--- config.mk ---
export PLATFORM = sky130hd
export DESIGN_NAME = dram_rfsh_mgr
export DESIGN_NICKNAME = d
export VERILOG_FILES = /design/src/rtl/rfsh_pkg.sv /design/src/rtl/rfsh_interval.sv /design/src/rtl/rfsh_fsm.sv /design/src/rtl/dram_rfsh_mgr.sv
export SDC_FILE = /design/constraint.sdc
export NUM_CORES = 1
export LEC_CHECK = 0
export BUFFER_PORTS_ARGS = -buffer_cell sky130_fd_sc_hd__buf_4
export CORE_ASPECT_RATIO = 1.25
export CORE_MARGIN = 5
export CORE_UTILIZATION = 35
export DETAILED_ROUTE_END_ITERATION = 7
export PLACE_DENSITY_LB_ADDON = 0.2
export REMOVE_ABC_BUFFERS = 1
export SYNTH_ARGS = -nofsm -noshare
export SYNTH_HDL_FRONTEND = slang
export SYNTH_SLANG_ARGS = --single-unit
--- constraint.sdc ---
create_clock -name clk -period 3.6 [get_ports clk]
set_input_delay 0.72 -clock clk [delete_from_list [all_inputs] [get_ports clk]]
set_output_delay 0.72 -clock clk [all_outputs]
set_load 0.02 [all_outputs]
--- src/rtl/rfsh_pkg.sv ---
package rfsh_pkg;

    typedef enum logic [2:0] {
        S_IDLE,
        S_PRE,
        S_CAS,
        S_RAS,
        S_SELF,
        S_RPS
    } rfsh_state_e;

    function automatic int unsigned max2(input int unsigned a, input int unsigned b);
        return (a > b) ? a : b;
    endfunction

endpackage

--- src/rtl/rfsh_interval.sv ---
module rfsh_interval #(
    parameter int unsigned T_STD  = 780,
    parameter int unsigned T_EXT  = 6250,
    parameter int unsigned MISS_W = 4
) (
    input  logic clk,
    input  logic rst_n,
    input  logic ext_period,
    input  logic hold,
    input  logic take,
    output logic pend_nz
);
    localparam int unsigned TW = $clog2(rfsh_pkg::max2(T_STD, T_EXT) + 1);
    localparam logic [TW-1:0] LIM_STD = TW'(T_STD - 1);
    localparam logic [TW-1:0] LIM_EXT = TW'(T_EXT - 1);
    localparam logic [MISS_W-1:0] PEND_MAX = '1;

    logic [TW-1:0]     tmr;
    logic [TW-1:0]     lim;
    logic [MISS_W-1:0] pend;
    logic              tick;
    logic              take_ok;

    assign lim     = ext_period ? LIM_EXT : LIM_STD;
    assign tick    = !hold && (tmr >= lim);
    assign take_ok = take && (pend != '0);
    assign pend_nz = (pend != '0);

    // interval timer, frozen at zero while the DRAM refreshes itself
    always_ff @(posedge clk) begin
        if (!rst_n) begin
            tmr <= '0;
        end else if (hold || tick) begin
            tmr <= '0;
        end else begin
            tmr <= tmr + 1'b1;
        end
    end

    // backlog of owed refresh cycles
    always_ff @(posedge clk) begin
        if (!rst_n) begin
            pend <= '0;
        end else if (hold) begin
            pend <= '0;
        end else if (tick && !take_ok) begin
            if (pend != PEND_MAX) begin
                pend <= pend + 1'b1;
            end
        end else if (take_ok && !tick) begin
            pend <= pend - 1'b1;
        end
    end

    p_sat_r5: assert property (@(posedge clk) disable iff (!rst_n)
        (pend == PEND_MAX && tick && !take) |=> (pend == PEND_MAX));

    p_hold_clr_r9: assert property (@(posedge clk) disable iff (!rst_n)
        hold |=> (pend == '0 && tmr == '0));

endmodule

--- src/rtl/rfsh_fsm.sv ---
module rfsh_fsm
    import rfsh_pkg::*;
#(
    parameter int unsigned T_RP   = 3,
    parameter int unsigned T_CSR  = 1,
    parameter int unsigned T_RAS  = 3,
    parameter int unsigned T_RASS = 5000,
    parameter int unsigned T_RPS  = 6,
    parameter int unsigned ROWS   = 4096
) (
    input  logic clk,
    input  logic rst_n,
    input  logic want_ref,
    input  logic sr_cmd,
    input  logic burst_style,
    input  logic rf_gnt,
    output logic take,
    output logic rf_req,
    output logic acc_ok,
    output logic ras_n,
    output logic cas_n,
    output logic in_sr
);
    localparam int unsigned TMAX = max2(max2(max2(T_RP, T_CSR), max2(T_RAS, T_RPS)), T_RASS);
    localparam int unsigned CW   = $clog2(TMAX + 1);
    localparam int unsigned BW   = $clog2(ROWS + 1);
    localparam logic [CW-1:0] L_RP   = CW'(T_RP - 1);
    localparam logic [CW-1:0] L_CSR  = CW'(T_CSR - 1);
    localparam logic [CW-1:0] L_RAS  = CW'(T_RAS - 1);
    localparam logic [CW-1:0] L_RASS = CW'(T_RASS - 1);
    localparam logic [CW-1:0] L_RPS  = CW'(T_RPS - 1);

    rfsh_state_e   state;
    rfsh_state_e   state_nxt;
    logic [CW-1:0] cnt;
    logic [CW-1:0] lim;
    logic [BW-1:0] burst_left;
    logic          sr_go;
    logic          done;
    logic          want;
    logic          grant;

    assign want  = want_ref || sr_cmd;
    assign grant = (state == S_IDLE) && want && rf_gnt;
    assign take  = grant && want_ref;
    assign done  = (cnt == lim);

    always_comb begin
        unique case (state)
            S_PRE:   lim = L_RP;
            S_CAS:   lim = L_CSR;
            S_RAS:   lim = L_RAS;
            S_SELF:  lim = L_RASS;
            S_RPS:   lim = L_RPS;
            default: lim = '0;
        endcase
    end

    // state register
    always_ff @(posedge clk) begin
        if (!rst_n) begin
            state <= S_IDLE;
        end else begin
            state <= state_nxt;
        end
    end

    // transitions
    always_comb begin
        state_nxt = state;
        unique case (state)
            S_IDLE: if (grant) state_nxt = S_PRE;
            S_PRE:  if (done) state_nxt = S_CAS;
            S_CAS:  if (done) state_nxt = S_RAS;
            S_RAS: begin
                if (done) begin
                    if (sr_go) begin
                        state_nxt = S_SELF;
                    end else if (burst_left != '0) begin
                        state_nxt = S_PRE;
                    end else begin
                        state_nxt = S_IDLE;
                    end
                end
            end
            S_SELF: if (done && !sr_cmd) state_nxt = S_RPS;
            S_RPS: begin
                if (done) begin
                    state_nxt = burst_style ? S_PRE : S_IDLE;
                end
            end
            default: state_nxt = S_IDLE;
        endcase
    end

    // phase counter, self-refresh flag and catch-up row count
    always_ff @(posedge clk) begin
        if (!rst_n) begin
            cnt        <= '0;
            sr_go      <= 1'b0;
            burst_left <= '0;
        end else begin
            if (state_nxt != state) begin
                cnt <= '0;
            end else if (!done) begin
                cnt <= cnt + 1'b1;
            end
            if (grant) begin
                sr_go <= sr_cmd;
            end else if (state == S_RAS && done && sr_go) begin
                sr_go <= 1'b0;
            end
            if (state == S_RPS && done && burst_style) begin
                burst_left <= BW'(ROWS - 1);
            end else if (state == S_RAS && done && !sr_go && burst_left != '0) begin
                burst_left <= burst_left - 1'b1;
            end
        end
    end

    // outputs
    always_comb begin
        ras_n  = 1'b1;
        cas_n  = 1'b1;
        acc_ok = 1'b0;
        in_sr  = 1'b0;
        rf_req = 1'b1;
        unique case (state)
            S_IDLE: begin
                acc_ok = 1'b1;
                rf_req = want;
            end
            S_CAS: cas_n = 1'b0;
            S_RAS: begin
                ras_n = 1'b0;
                cas_n = 1'b0;
            end
            S_SELF: begin
                ras_n = 1'b0;
                cas_n = 1'b0;
                in_sr = 1'b1;
            end
            default: begin
            end
        endcase
    end

    p_cbr_only_r3: assert property (@(posedge clk) disable iff (!rst_n)
        !ras_n |-> !cas_n);

    p_cas_leads_r3: assert property (@(posedge clk) disable iff (!rst_n)
        $fell(ras_n) |-> ($past(cas_n) == 1'b0));

    p_owned_r2: assert property (@(posedge clk) disable iff (!rst_n)
        (state != S_IDLE) |-> (rf_req && !acc_ok));

    p_standby_r4: assert property (@(posedge clk) disable iff (!rst_n)
        (state == S_RAS && done && !sr_go && burst_left == '0) |=> (ras_n && cas_n && acc_ok));

    p_sr_hold_r6: assert property (@(posedge clk) disable iff (!rst_n)
        (in_sr && !done) |=> in_sr);

    p_rps_guard_r7: assert property (@(posedge clk) disable iff (!rst_n)
        $fell(in_sr) |-> (ras_n && cas_n && !acc_ok));

endmodule

--- src/rtl/dram_rfsh_mgr.sv ---
module dram_rfsh_mgr #(
    parameter int unsigned T_INT_STD = 780,
    parameter int unsigned T_INT_EXT = 6250,
    parameter int unsigned T_RP      = 3,
    parameter int unsigned T_CSR     = 1,
    parameter int unsigned T_RAS     = 3,
    parameter int unsigned T_RASS    = 5000,
    parameter int unsigned T_RPS     = 6,
    parameter int unsigned ROWS      = 4096,
    parameter int unsigned MISS_W    = 4
) (
    input  logic clk,
    input  logic rst_n,
    input  logic ext_period,
    input  logic burst_style,
    input  logic sr_cmd,
    input  logic rf_gnt,
    output logic rf_req,
    output logic acc_ok,
    output logic ras_n,
    output logic cas_n,
    output logic in_sr
);
    logic pend_nz;
    logic take;

    rfsh_interval #(
        .T_STD (T_INT_STD),
        .T_EXT (T_INT_EXT),
        .MISS_W(MISS_W)
    ) u_interval (
        .clk       (clk),
        .rst_n     (rst_n),
        .ext_period(ext_period),
        .hold      (in_sr),
        .take      (take),
        .pend_nz   (pend_nz)
    );

    rfsh_fsm #(
        .T_RP  (T_RP),
        .T_CSR (T_CSR),
        .T_RAS (T_RAS),
        .T_RASS(T_RASS),
        .T_RPS (T_RPS),
        .ROWS  (ROWS)
    ) u_fsm (
        .clk        (clk),
        .rst_n      (rst_n),
        .want_ref   (pend_nz),
        .sr_cmd     (sr_cmd),
        .burst_style(burst_style),
        .rf_gnt     (rf_gnt),
        .take       (take),
        .rf_req     (rf_req),
        .acc_ok     (acc_ok),
        .ras_n      (ras_n),
        .cas_n      (cas_n),
        .in_sr      (in_sr)
    );

    p_req_pending_r1: assert property (@(posedge clk) disable iff (!rst_n)
        (acc_ok && pend_nz) |-> rf_req);

endmodule

### Word level (Yosys, flattened, before mapping)

Index checks and enable logic that the tools add are counted.

* register bits after elaboration: 47
* input port bits: 6
* output and inout port bits: 5
* word-level logic and storage cells: 82

* $add $sub $neg: 5
* magnitude comparators: 1
* equal/unequal tests: 9
* muxes and demuxes: 24
* bitwise operators: 1
* reduce and logical (&&, ||, !) cells: 35

Operator list (number)
* case mux 13 bit (3 select lines): 1
* adder 13 x 1 -> 13 bit, second input constant: 2
* 2-to-1 mux 12 bit: 2
* 2-to-1 mux 3 bit: 7
* case mux 3 bit (6 select lines): 1
* logical AND 1 bit: 14
* equality test 13 bit: 1
* greater-or-equal comparator 13 bit: 1
* 2-to-1 mux 13 bit: 1
* nonzero test 13 bit: 1
* subtractor 13 x 1 -> 13 bit, second input constant: 1
* 2-to-1 mux 4 bit: 3
* OR reduction 2 bit: 6
* 2-to-1 mux 1 bit: 9
* equality test 3 x 2 -> 1 bit, second input constant: 2
* equality test 3 bit, second input constant: 2
* nonzero test 2 bit: 3
* logical NOT 1 bit: 5
* adder 4 x 1 -> 4 bit, second input constant: 1
* inequality test 4 bit, second input constant: 1
* nonzero test 4 bit: 1
* subtractor 4 x 1 -> 4 bit, second input constant: 1
* equality test 3 x 1 -> 1 bit, second input constant: 1
* logical NOT 3 bit: 1
* other kinds (6): 7

### Longest topological paths before layout

Gate-level depths: netlist of the first run.

* depth after elaboration: 10
* depth in mapped cells: 14
* depth with buffers taken out: 14

### Modules after synthesis

A second synthesis of the first run with hierarchy kept.

* cell total of the unflattened synthesis: 310
* area total of the unflattened synthesis: 2820.2 sq um

By module, submodules not included
* rfsh_fsm: times used 1, cells an instance 193, area an instance 1685.4 sq um, sequential area each 600.6 sq um
* rfsh_interval: times used 1, cells an instance 117, area an instance 1134.8 sq um, sequential area each 340.3 sq um

### Worst setup path before layout of the first run

Ideal clock, no wire load.

* path type: input -> register
* start point: in ext_period
* end point: reg u_interval.pend[3]
* library setup time: 127 ps
* arrival: 2880 ps
* required time: 3473 ps
* slack: 593 ps
* stages on the path: 14
* path buffers: 0
* cells stage by stage: inv_1 -> ha_1 -> a211o_1 -> a21o_1 -> o21a_1 -> o21bai_1 -> nand2b_1 -> ha_1 -> a21oi_1 -> nand2_1 -> nand3_1 -> nor2_1 -> mux2i_1 -> o21ai_0

* cells in the longest elaborated chain, start to end: 7
* elaborated cells between the ends (all ways): 10
* those cells by class: order compare (1); eq/ne (1); mux (2); reduce/logical (6)

RTL lines
* start: declaration: RTL line dram_rfsh_mgr.sv:14 `input logic ext_period,`
* 2-to-1 mux 13 bit *: RTL line rfsh_interval.sv:24 `assign lim = ext_period ? LIM_EXT : LIM_STD;`
* greater-or-equal comparator 13 bit *: RTL line rfsh_interval.sv:25 `assign tick = !hold && (tmr >= lim);`
* logical AND 1 bit *: RTL line rfsh_interval.sv:25
* logical NOT 1 bit: RTL line rfsh_interval.sv:50 `end else if (take_ok && !tick) begin`
* logical AND 1 bit: RTL line rfsh_interval.sv:50
* nonzero test 2 bit (no source line)
* AND reduction 2 bit (no source line)
* end signal: assignment: RTL line rfsh_interval.sv:48 `pend <= pend + 1'b1;`
* end signal: assignment: RTL line rfsh_interval.sv:51 `pend <= pend - 1'b1;`
* end: declaration: RTL line rfsh_interval.sv:20 `logic [MISS_W-1:0] pend;`

Every way passes the cells marked *; elsewhere a longest branch is shown, timed or not.
A chain may end at the register's enable or synchronous reset.

### Final worst setup path of the first run

Ends and elaborated chain as after synthesis.

==> flow_metrics.py, run 1 <==
metrics = {
    "outcome": {
        "status": "finished clean",
    },
    "clock_network": {
        "cts_resized": 0,
        "cts_root_buf": "clkbuf_8",
        "clock-sinks": 47,
        "cts_tree": "built",
        "clockBufferDepth": 2,
        "cts_buffers": 5,
        "path_clk_slew_ns": 0.09,
        "hold_buffers": 0,
        "clk_latency_ns": 0.30,
        "h-tree-depth": 2,
        "cts_setup_buffers": 0,
    },
    "timing": {
        "clock_skew_ns": 0.00939,
        "tightest_slew_ns": 0.655,
        "setup_viol_count_final": 0,
        "finalSetupTns_ns": 0,
        "max_clock_freq_mhz": 331,
        "drv_slew": 0,
        "max_slew_margin": 0.559,
        "post-route-period-util": 0.840,
        "period_minus_slack_ns": 3.02,
        "hold_viol": 0,
        "rsz0062_at_grt": "false",
    },
    "drt": {
        "via_count": 2199,
        "dr.first_iter.drc_count": 103,
        "wl_per_cell_um": 13.5,
        "drc": 0,
        "detail-route-antenna-nets": 0,
        "firstDrtPassIters": 4,
        "routed_via_density": 5.26,
        "wirelength_mm": 5.63,
    },
    "global_route": {
        "antenna_found_initial": 0,
        "grt_max_degree": 21,
        "grt.total_usage": 0.122,
        "grt_pass1_wl_mm": 10.1,
        "grt-ovfl-total": 0,
        "grt_pass1_vias": 2217,
    },
    "pwr": {
        "power_density_nw_per_um2": 530,
        "max-vdd-ir-drop_v": 0.000258,
        "p_leak_nw": 1.18,
    },
    "floorplanning": {
        "coreArea_um2": 7790,
        "core.rowCount": 36,
        "start_util": 0.358,
        "die_w_um": 89.9,
        "die_h_um": 110,
        "pin_count": 11,
        "die_area_um2": 9880,
    },
    "synthesis": {
        "synth_cell_types": 57,
        "synth_area_um2": 2790,
        "synthArstFlopShare": 0,
        "synth_flop_cell": "dfxtp_1",
        "syn_avg_cell_area_um2": 8.87,
        "ys_seq_area_frac": 0.337,
        "synth_top_area_frac": 0.337,
        "synth_top_area_cell": "dfxtp_1",
        "synth_area_leaders": "dfxtp_1, nor2_1, ha_1",
        "synth-seq-cells": 47,
        "postSynthCellCount": 315,
        "yosys_warnings": 0,
        "synth_enable_flop_cells": 0,
    },
    "placement": {
        "detailed_place_hpwl_mm": 4.18,
        "gp_congestion": 0.785,
        "place_inst": 410,
        "portBuffers": 10,
    },
    "final_layout": {
        "utilization": 0.389,
        "nNetsFinal": 341,
        "most-common-layout-cells": "dfxtp_1, nor2_1, nand3_1",
        "final_common_cell": "dfxtp_1",
        "syn_to_final_growth_pct": 8.56,
        "antenna_cells": 0,
        "final_layout_size_suffix_gt1_frac": 0.115,
        "instances_no_fill": 418,
    },
    "critical_path": {
        "critical_path_required_ns": 3.84,
        "start_kind": "input pin",
        "critPathArrivalTime_ns": 3.26,
        "critPathCaptureType": "flop",
        "r2r_slack_ns": 0.80,
        "path_max_fanout": 4,
        "crit_type": "input pin to flop",
    },
    "worst_hold_path": {
        "hp-class": "flop to flop",
    },
    "run": {
        "max-cap-violations": 0,
    },
}
[sequential cells by signal (all words and copies together), names as in the netlist]
register          count
u_fsm.burst_left     13
u_fsm.cnt            13
u_fsm.sr_go           1
u_fsm.state           3
u_interval.pend       4
u_interval.tmr       13
[where the power goes]
part | total, mW | internal (mW) | switching, mW
clock network | 0.408 | 0.225 | 0.183
logic | 0.568 | 0.239 | 0.329
registers | 0.631 | 0.560 | 0.0708
total | 1.61 | 1.02 | 0.583
[per-layer routing]
metal / vias to the layer above / wire length (um) / share of wire / GRT usage
met1: 1023 / 2520 / 0.45 / 0.137
met2: 15 / 2890 / 0.51 / 0.228
li1: 1154 / - / - / -
met5: - / 0 / 0 / 0
met4: 0 / 85 / 0.015 / 0.0415
met3: 7 / 137 / 0.024 / 0.0274
[logic make-up after synthesis]
kind of cell / after synthesis / synth area share
compound gates: 56 / 0.158
xor+xnor: 29 / 0.0910
fa+ha+maj: 13 / 0.0609
buf+inv: 22 / 0.0448
flops: 47 / 0.337
mux: 3 / 0.0108
simple gates: 145 / 0.297
[Yosys cell counts, types with 5 or more instances]
| cell type | n |
|---|---|
| ha_1 | 12 |
| nor3_1 | 11 |
| nor2_1 | 43 |
| and3_1 | 10 |
| inv_1 | 10 |
| o21ai_0 | 10 |
| buf_6 | 5 |
| nand2_1 | 17 |
| xnor2_1 | 15 |
| nand3_1 | 18 |
| xor2_1 | 14 |
| a21oi_1 | 5 |
| a31oi_1 | 8 |
| dfxtp_1 | 47 |
| clkbuf_1 | 5 |
[critical path: stages]
cell and delay (ns):
buf_4 0.13, inv_1 0.12, ha_1 0.26, a211o_1 0.26, a21o_1 0.19, o21a_1 0.18, o21bai_1 0.23, nand2b_1 0.21
ha_1 0.28, a21oi_1 0.18, nand2_1 0.10, nor4_1 0.20, mux2i_1 0.11, o21ai_0 0.08
[worst paths after layout]
| kind | from | end | depth (start not counted) |
|---|---|---|---|
| setup / recovery | ext_period | u_interval.pend[3] | 14 |
| hold / removal | u_fsm.burst_left[12] | u_fsm.burst_left[12] | 2 |
| setup reg to reg | u_fsm.state[2] | u_fsm.burst_left[7] | 6 |
| hold reg to reg | u_fsm.burst_left[12] | u_fsm.burst_left[12] | 2 |
[through the flow]
step / worst slack (ns) / power [mW] / instance area (um^2) / hold slack (ns)
after global placement: 0.336 / 1.21 / 2910 / 0.427
after detailed placement: 0.231 / 1.22 / 2910 / 0.437
after CTS: 0.574 / 1.64 / 3030 / 0.450
final: 0.578 / 1.61 / 3030 / 0.444
after global routing: 0.400 / 1.72 / 3030 / 0.474
after floorplan: 0.593 / 1.05 / 2710 / 0.419
[final cells by class]
type / instances / area, um^2
repair buffers: 12 / 90.1
clock buffers: 6 / 82.6
inverters: 10 / 37.5
flip-flops and latches: 47 / 941
well taps: 95 / 119
fillers: 805 / 4760
clock inverters: 2 / 35.0
multi-input cells: 246 / 1730
No activity file was read; power rests on OpenSTA's default activity.
==> run 2: changes to the inputs <==
==> constraint.sdc (replaced) <==
create_clock -name clk -period 2.5 [get_ports clk]
set_input_delay 0.5 -clock clk [delete_from_list [all_inputs] [get_ports clk]]
set_output_delay 0.5 -clock clk [all_outputs]
set_load 0.02 [all_outputs]
==> run 2 against run 1 <==
  * Core utilization up 4.4 points
  * Clock skew up 0.0027 ns
  * Cell count up 7.4%
  * Combinational power up 95%
  * Power up 50%
  * Final area up 11%
  * Register-to-register slack worse by 0.73 ns
  * Worst hold slack better by 0.0058 ns
  * Critical endpoint unchanged
  * Largest cell class unchanged
  * Highest routed layer unchanged
==> flow_metrics.py, run 2 (synthesis gave the netlist of run 1 again) <==
metrics = {
    "final_layout": {
        "final_layout_size_suffix_gt1_frac": 0.237,
        "nNetsFinal": 374,
        "most-common-layout-cells": "dfxtp_1, buf_4, nor2_1",
        "syn_to_final_growth_pct": 20.9,
        "final_common_cell": "dfxtp_1",
        "stdcell_area_um2": 3380,
        "antenna_cells": 0,
        "instances_no_fill": 449,
        "reg_top3": "u_fsm.burst_left x13, u_fsm.cnt x13, u_interval.tmr x13",
        "utilization": 0.433,
    },
    "drt": {
        "firstDrtPassIters": 4,
        "drc": 0,
        "dr.first_iter.drc_count": 157,
        "wirelength_mm": 6.14,
        "wl_per_cell_um": 13.7,
        "via_count": 2368,
        "routed_via_density": 5.27,
        "detail-route-antenna-nets": 0,
    },
    "critical_path": {
        "cp_cell_sequence": "buf_4 -> inv_4 -> ha_4 -> a211o_1 -> a21o_1 -> o21a_1 -> o21bai_2 -> nand2b_4 -> ha_4 -> a21oi_4 -> nand2_2 -> nor4_2 -> mux2i_1 -> o21ai_1",
        "crit_type": "input pin to flop",
        "critPathCaptureType": "flop",
        "start_kind": "input pin",
        "startpoint": "ext_period",
        "reg2reg_depth": 12,
        "critPathArrivalTime_ns": 2.69,
        "critical_path_required_ns": 2.74,
        "critical-path-max-stage-delay_ns": 0.24,
        "path_max_fanout": 4,
        "r2r_slack_ns": 0.07,
        "r2r-start": "u_interval.tmr[6]",
        "crit_top_cell": "ha_4",
        "slowest_stage": "a211o_1",
        "regToRegEndpoint": "u_interval.pend[3]",
    },
    "placement": {
        "detailed_place_hpwl_mm": 4.49,
        "portBuffers": 10,
        "gp_congestion": 0.773,
        "placed_area_um2": 3150,
        "place_inst": 440,
        "post-place-ws_ns": -0.491,
    },
    "floorplanning": {
        "coreArea_um2": 7790,
        "die_area_um2": 9880,
        "die_h_um": 110,
        "core.rowCount": 36,
        "start_util": 0.358,
        "die_w_um": 89.9,
        "pin_count": 11,
    },
    "pwr": {
        "p_leak_nw": 1.33,
        "total_power_mw": 2.41,
        "pwr-share-clk": 0.180,
        "swShare": 0.381,
        "seq_power_share": 0.358,
        "intPower_mw": 1.49,
        "max-vdd-ir-drop_v": 0.000295,
        "power.switching_uw": 917,
        "power_density_nw_per_um2": 714,
        "power_frac_comb": 0.462,
    },
    "global_route": {
        "grt_max_degree": 21,
        "grt_pass1_wl_mm": 10.4,
        "grt_pass1_vias": 2197,
        "grt.total_usage": 0.128,
        "antenna_found_initial": 0,
        "grt-ovfl-total": 0,
    },
    "timing": {
        "setup_viol_count_final": 0,
        "clock_skew_ns": 0.0121,
        "finalSetupTns_ns": 0,
        "hold_ws_ns": 0.450,
        "max_slew_margin": 0.637,
        "period_minus_slack_ns": 2.45,
        "max_clock_freq_mhz": 408,
        "rsz0062_at_grt": "true",
        "post-route-period-util": 0.981,
        "tightest_slew_ns": 0.538,
        "worst_slack_ns": 0.0464,
        "hold_viol": 0,
        "drv_slew": 0,
    },
    "clock_network": {
        "clockBufferDepth": 2,
        "cts_buffers": 5,
        "clk_latency_ns": 0.30,
        "clock-sinks": 47,
        "cts_root_buf": "clkbuf_8",
        "h-tree-depth": 2,
        "cts_tree": "built",
        "path_clk_slew_ns": 0.09,
    },
    "outcome": {
        "status": "finished clean",
    },
    "worst_hold_path": {
        "hp-class": "flop to flop",
        "hold_end": "u_fsm.burst_left[12]",
        "hold_depth": 2,
        "worst_hold_startpoint": "u_fsm.burst_left[12]",
    },
    "run": {
        "max-cap-violations": 0,
    },
}
-- run 2: cell types whose count changed in the layout (fill, tap and decap cells not counted), moves of 2 or more --
cell	change
nand3_2	+2
nand3_1	-2
buf_4	+32
ha_1	-4
ha_4	+4
-- run 2: power groups by stage --
stage / Clock [mW] / Combinational [mW] / Sequential, mW
floorplan: 0 / 0.623 / 0.896
global placement: 0 / 1.00 / 0.872
detailed placement: 0 / 1.01 / 0.871
CTS: 0.461 / 1.09 / 0.860
global route: 0.489 / 1.23 / 0.870
finish: 0.434 / 1.11 / 0.862
-- run 2: what timing repair did --
item | CTS | global route
hold buffers | 0 | 0
buffers inserted | 3 | 0
resized for setup | 15 | 9
pin swaps | 3 | 10
setup endpoints to repair | 3 | 3
-- run 2: area by class of cell --
cell class | instances | area (um^2)
Tap cell | 95 | 119
Multi-Input combinational cell | 246 | 1850
Sequential cell | 47 | 942
Timing Repair Buffer | 45 | 350
Inverter | 10 | 40.0
Fill cell | 767 | 4420
Clock buffer | 6 | 72.6
-- run 2: how the worst max path moves through the flow --
stage / endpoint / slack [ns] / cells after the start
6_report: u_interval.pend[3] / 0.05 / 14
5_1_grt: u_interval.pend[3] / -0.07 / 14
4_1_cts: u_interval.pend[3] / 0.02 / 14
3_5_place_dp: u_interval.pend[3] / -0.49 / 14
3_3_place_gp: u_interval.pend[3] / -0.39 / 15
2_1_floorplan: u_interval.pend[3] / -0.29 / 14
-- run 2: layer usage --
layer / track usage / wire [um] / vias up
met5: 0 / 0 / -
met4: 0.0383 / 71 / 0
met3: 0.0281 / 159 / 4
met2: 0.243 / 3220 / 24
met1: 0.144 / 2690 / 1121
li1: - / - / 1219
-- run 2: worst max-delay path, delay by kind of cell --
kind	cells	cell delay, ns
buf+inv	2	0.21
simple gates	3	0.44
mux	1	0.10
compound gates	6	1.02
fa+ha+maj	2	0.42
==> run 3: changes to the inputs <==
--- a/config.mk
+++ b/config.mk
@@ -6,12 +6,16 @@
 export NUM_CORES = 1
 export LEC_CHECK = 0
 export BUFFER_PORTS_ARGS = -buffer_cell sky130_fd_sc_hd__buf_4
+export CELL_PAD_IN_SITES_DETAIL_PLACEMENT = 1
+export CELL_PAD_IN_SITES_GLOBAL_PLACEMENT = 2
 export CORE_ASPECT_RATIO = 1.25
 export CORE_MARGIN = 5
 export CORE_UTILIZATION = 35
 export DETAILED_ROUTE_END_ITERATION = 7
+export GPL_ROUTABILITY_DRIVEN = 0
 export PLACE_DENSITY_LB_ADDON = 0.2
 export REMOVE_ABC_BUFFERS = 1
 export SYNTH_ARGS = -nofsm -noshare
 export SYNTH_HDL_FRONTEND = slang
+export SYNTH_HIERARCHICAL = 1
 export SYNTH_SLANG_ARGS = --single-unit
==> run 3 against run 2 <==
  * The run now ends with negative setup slack left
  * Flip-flop and latch count unchanged
  * Cell count rose by 1.6%
  * Worst hold slack gained 0.0041 ns
  * Combinational power down 55%
  * Critical endpoint is now u_interval/pend[3]
==> flow_metrics.py, run 3 <==
metrics = {
    "clock_network": {
        "clock-sinks": 47,
        "clockBufferDepth": 2,
        "cts_tree": "built",
        "hold_buffers": 0,
        "path_clk_slew_ns": 0.09,
        "cts_root_buf": "clkbuf_8",
        "cts_buffers": 5,
        "h-tree-depth": 2,
        "clk_latency_ns": 0.31,
    },
    "placement": {
        "placed_area_um2": 3240,
        "post-place-ws_ns": -0.608,
        "portBuffers": 10,
        "detailed_place_hpwl_mm": 5.03,
    },
    "final_layout": {
        "most-common-layout-cells": "buf_4, dfxtp_1, nor2_1",
        "antenna_cells": 0,
        "final_common_cell": "buf_4",
        "nNetsFinal": 379,
        "reg_top3": "u_fsm/burst_left x13, u_fsm/cnt x13, u_interval/tmr x13",
        "syn_to_final_growth_pct": 23.6,
        "stdcell_area_um2": 3490,
        "final_layout_size_suffix_gt1_frac": 0.310,
    },
    "drt": {
        "via_count": 2442,
        "detail-route-antenna-nets": 0,
        "firstDrtPassIters": 4,
        "dr.first_iter.drc_count": 74,
        "routed_via_density": 5.36,
        "wl_per_cell_um": 15.5,
        "wirelength_mm": 7.05,
        "drc": 0,
    },
    "timing": {
        "post-route-period-util": 1.04,
        "clock_skew_ns": 0.00507,
        "finalSetupTns_ns": -0.185,
        "hold_viol": 0,
        "setup_viol_count_final": 3,
        "max_slew_margin": 0.629,
        "period_minus_slack_ns": 2.60,
        "max_clock_freq_mhz": 385,
        "worst_slack_ns": -0.101,
        "drv_slew": 0,
        "rsz0062_at_grt": "true",
        "tightest_slew_ns": 0.556,
    },
    "floorplanning": {
        "die_area_um2": 9960,
        "pin_count": 11,
        "core.rowCount": 36,
        "start_util": 0.360,
        "coreArea_um2": 7840,
        "die_w_um": 90.3,
        "die_h_um": 110,
    },
    "global_route": {
        "grt_max_degree": 16,
        "antenna_found_initial": 0,
        "grt_pass1_wl_mm": 12.3,
        "grt.total_usage": 0.151,
        "grt-ovfl-total": 0,
        "grt_pass1_vias": 2570,
    },
    "outcome": {
        "status": "finished with violations",
        "violations": "negative setup slack",
    },
    "run": {
        "max-cap-violations": 0,
    },
    "critical_path": {
        "critical_path_required_ns": 2.74,
        "r2r-start": "u_interval/tmr[8]",
        "critPathCaptureType": "flop",
        "cp_cell_sequence": "buf_6 -> inv_2 -> ha_4 -> buf_4 -> a211o_1 -> a21oi_2 -> a211oi_4 -> o21ai_2 -> ha_1 -> a21o_1 -> a21o_1 -> nand2_1 -> a21oi_2 -> o21a_1 -> nor3_2",
        "start_kind": "input pin",
        "critical-path-top-delay-family": "compound AO/OA/AOI/OAI gates",
        "crit_type": "input pin to flop",
        "critPathArrivalTime_ns": 2.84,
        "critical-path-max-stage-delay_ns": 0.31,
        "crit_buf_inv": 3,
        "path_max_fanout": 4,
        "slowest_stage": "a211o_1",
        "startpoint": "ext_period",
    },
    "pwr": {
        "max-vdd-ir-drop_v": 0.000264,
        "p_leak_nw": 1.39,
        "total_power_mw": 1.92,
        "power_density_nw_per_um2": 550,
    },
    "synthesis": {
        "ys_seq_area_frac": 0.334,
        "synth_area_um2": 2820,
        "yosys_warnings": 6,
        "synth_top_area_frac": 0.334,
        "post-synth-top-count-cell": "dfxtp_1",
        "synth_commonest_cells": "dfxtp_1, nor2_1, a21oi_1",
        "syn_avg_cell_area_um2": 9.10,
        "synth_flop_cell": "dfxtp_1",
        "synth_area_leaders": "dfxtp_1, xor2_1, ha_1",
        "synth_enable_flop_cells": 0,
        "postSynthCellCount": 310,
        "synth-seq-cells": 47,
        "synthArstFlopShare": 0,
        "synth_cell_types": 59,
        "synth_top_area_cell": "dfxtp_1",
    },
    "worst_hold_path": {
        "worst_hold_startpoint": "rst_n",
        "hp-class": "input pin to flop",
    },
}
[run 3: cell types whose count changed in the layout (fill, tap and decap cells not counted), moves of 5 or more]
| cell | previous run | this run |
|---|---|---|
| a21oi_1 | 4 | 20 |
| a31oi_1 | 8 | 2 |
| buf_4 | 44 | 50 |
| nand2b_1 | 1 | 6 |
| nor2_1 | 43 | 32 |
| nor2_4 | 0 | 8 |
| o21ai_0 | 9 | 4 |
| xor2_1 | 14 | 19 |
[run 3: layout make-up]
type / count / area, um^2
clock buffer: 6 / 82.6
clock inverter: 2 / 35.0
sequential: 47 / 945
inverter: 9 / 33.8
multi-input combinational: 244 / 1850
tap: 95 / 119
fill: 915 / 4350
timing repair buffer: 53 / 418
[run 3: cells by family (layout without fill, tap and decap cells)]
| group | count (synthesis) | in the layout | synth area share |
|---|---|---|---|
| xor gates and xnor gates | 34 | 34 | 0.106 |
| and+or+nand+nor | 140 | 140 | 0.311 |
| muxes | 1 | 1 | 0.00355 |
| adders and majority gates | 13 | 13 | 0.0603 |
| AOI/OAI and AO/OA | 56 | 56 | 0.146 |
| buffers and inverters | 19 | 70 | 0.0390 |
| DFF | 47 | 47 | 0.334 |
[run 3: repair_timing]
item | 4_1_cts | 5_1_grt
gates resized for setup | 15 | 5
setup endpoints to repair | 3 | 17
setup buffers | 4 | 1
pin swaps | 14 | 9
[run 3: final timing paths]
| check | end | slack [ns] | cells past startpoint |
|---|---|---|---|
| max | u_interval/pend[3] | -0.10 | 15 |
| min | u_fsm/state[2] | 0.45 | 2 |
| max reg2reg | u_interval/pend[3] | -0.08 | 12 |
| min reg2reg | u_fsm/cnt[1] | 0.51 | 2 |
[run 3: through the flow]
step,util,instances,hold WS (ns)
after floorplan,-,300,0.462
after global placement,0.413,443,0.481
after detailed placement,0.413,443,0.499
after CTS,0.442,455,0.440
after global routing,0.445,456,0.444
final,0.445,456,0.454
[run 3: metal layers]
layer,share of wire,GRT usage
met2,0.49,0.265
met1,0.46,0.180
met4,0.023,0.0681
met3,0.020,0.0305
met5,0,0
[run 3: report_power, final]
group	internal [mW]	switching, mW	leakage [nW]
sequential	0.775	0.0412	0.381
combinational	0.184	0.319	0.944
clock	0.324	0.276	0.0612
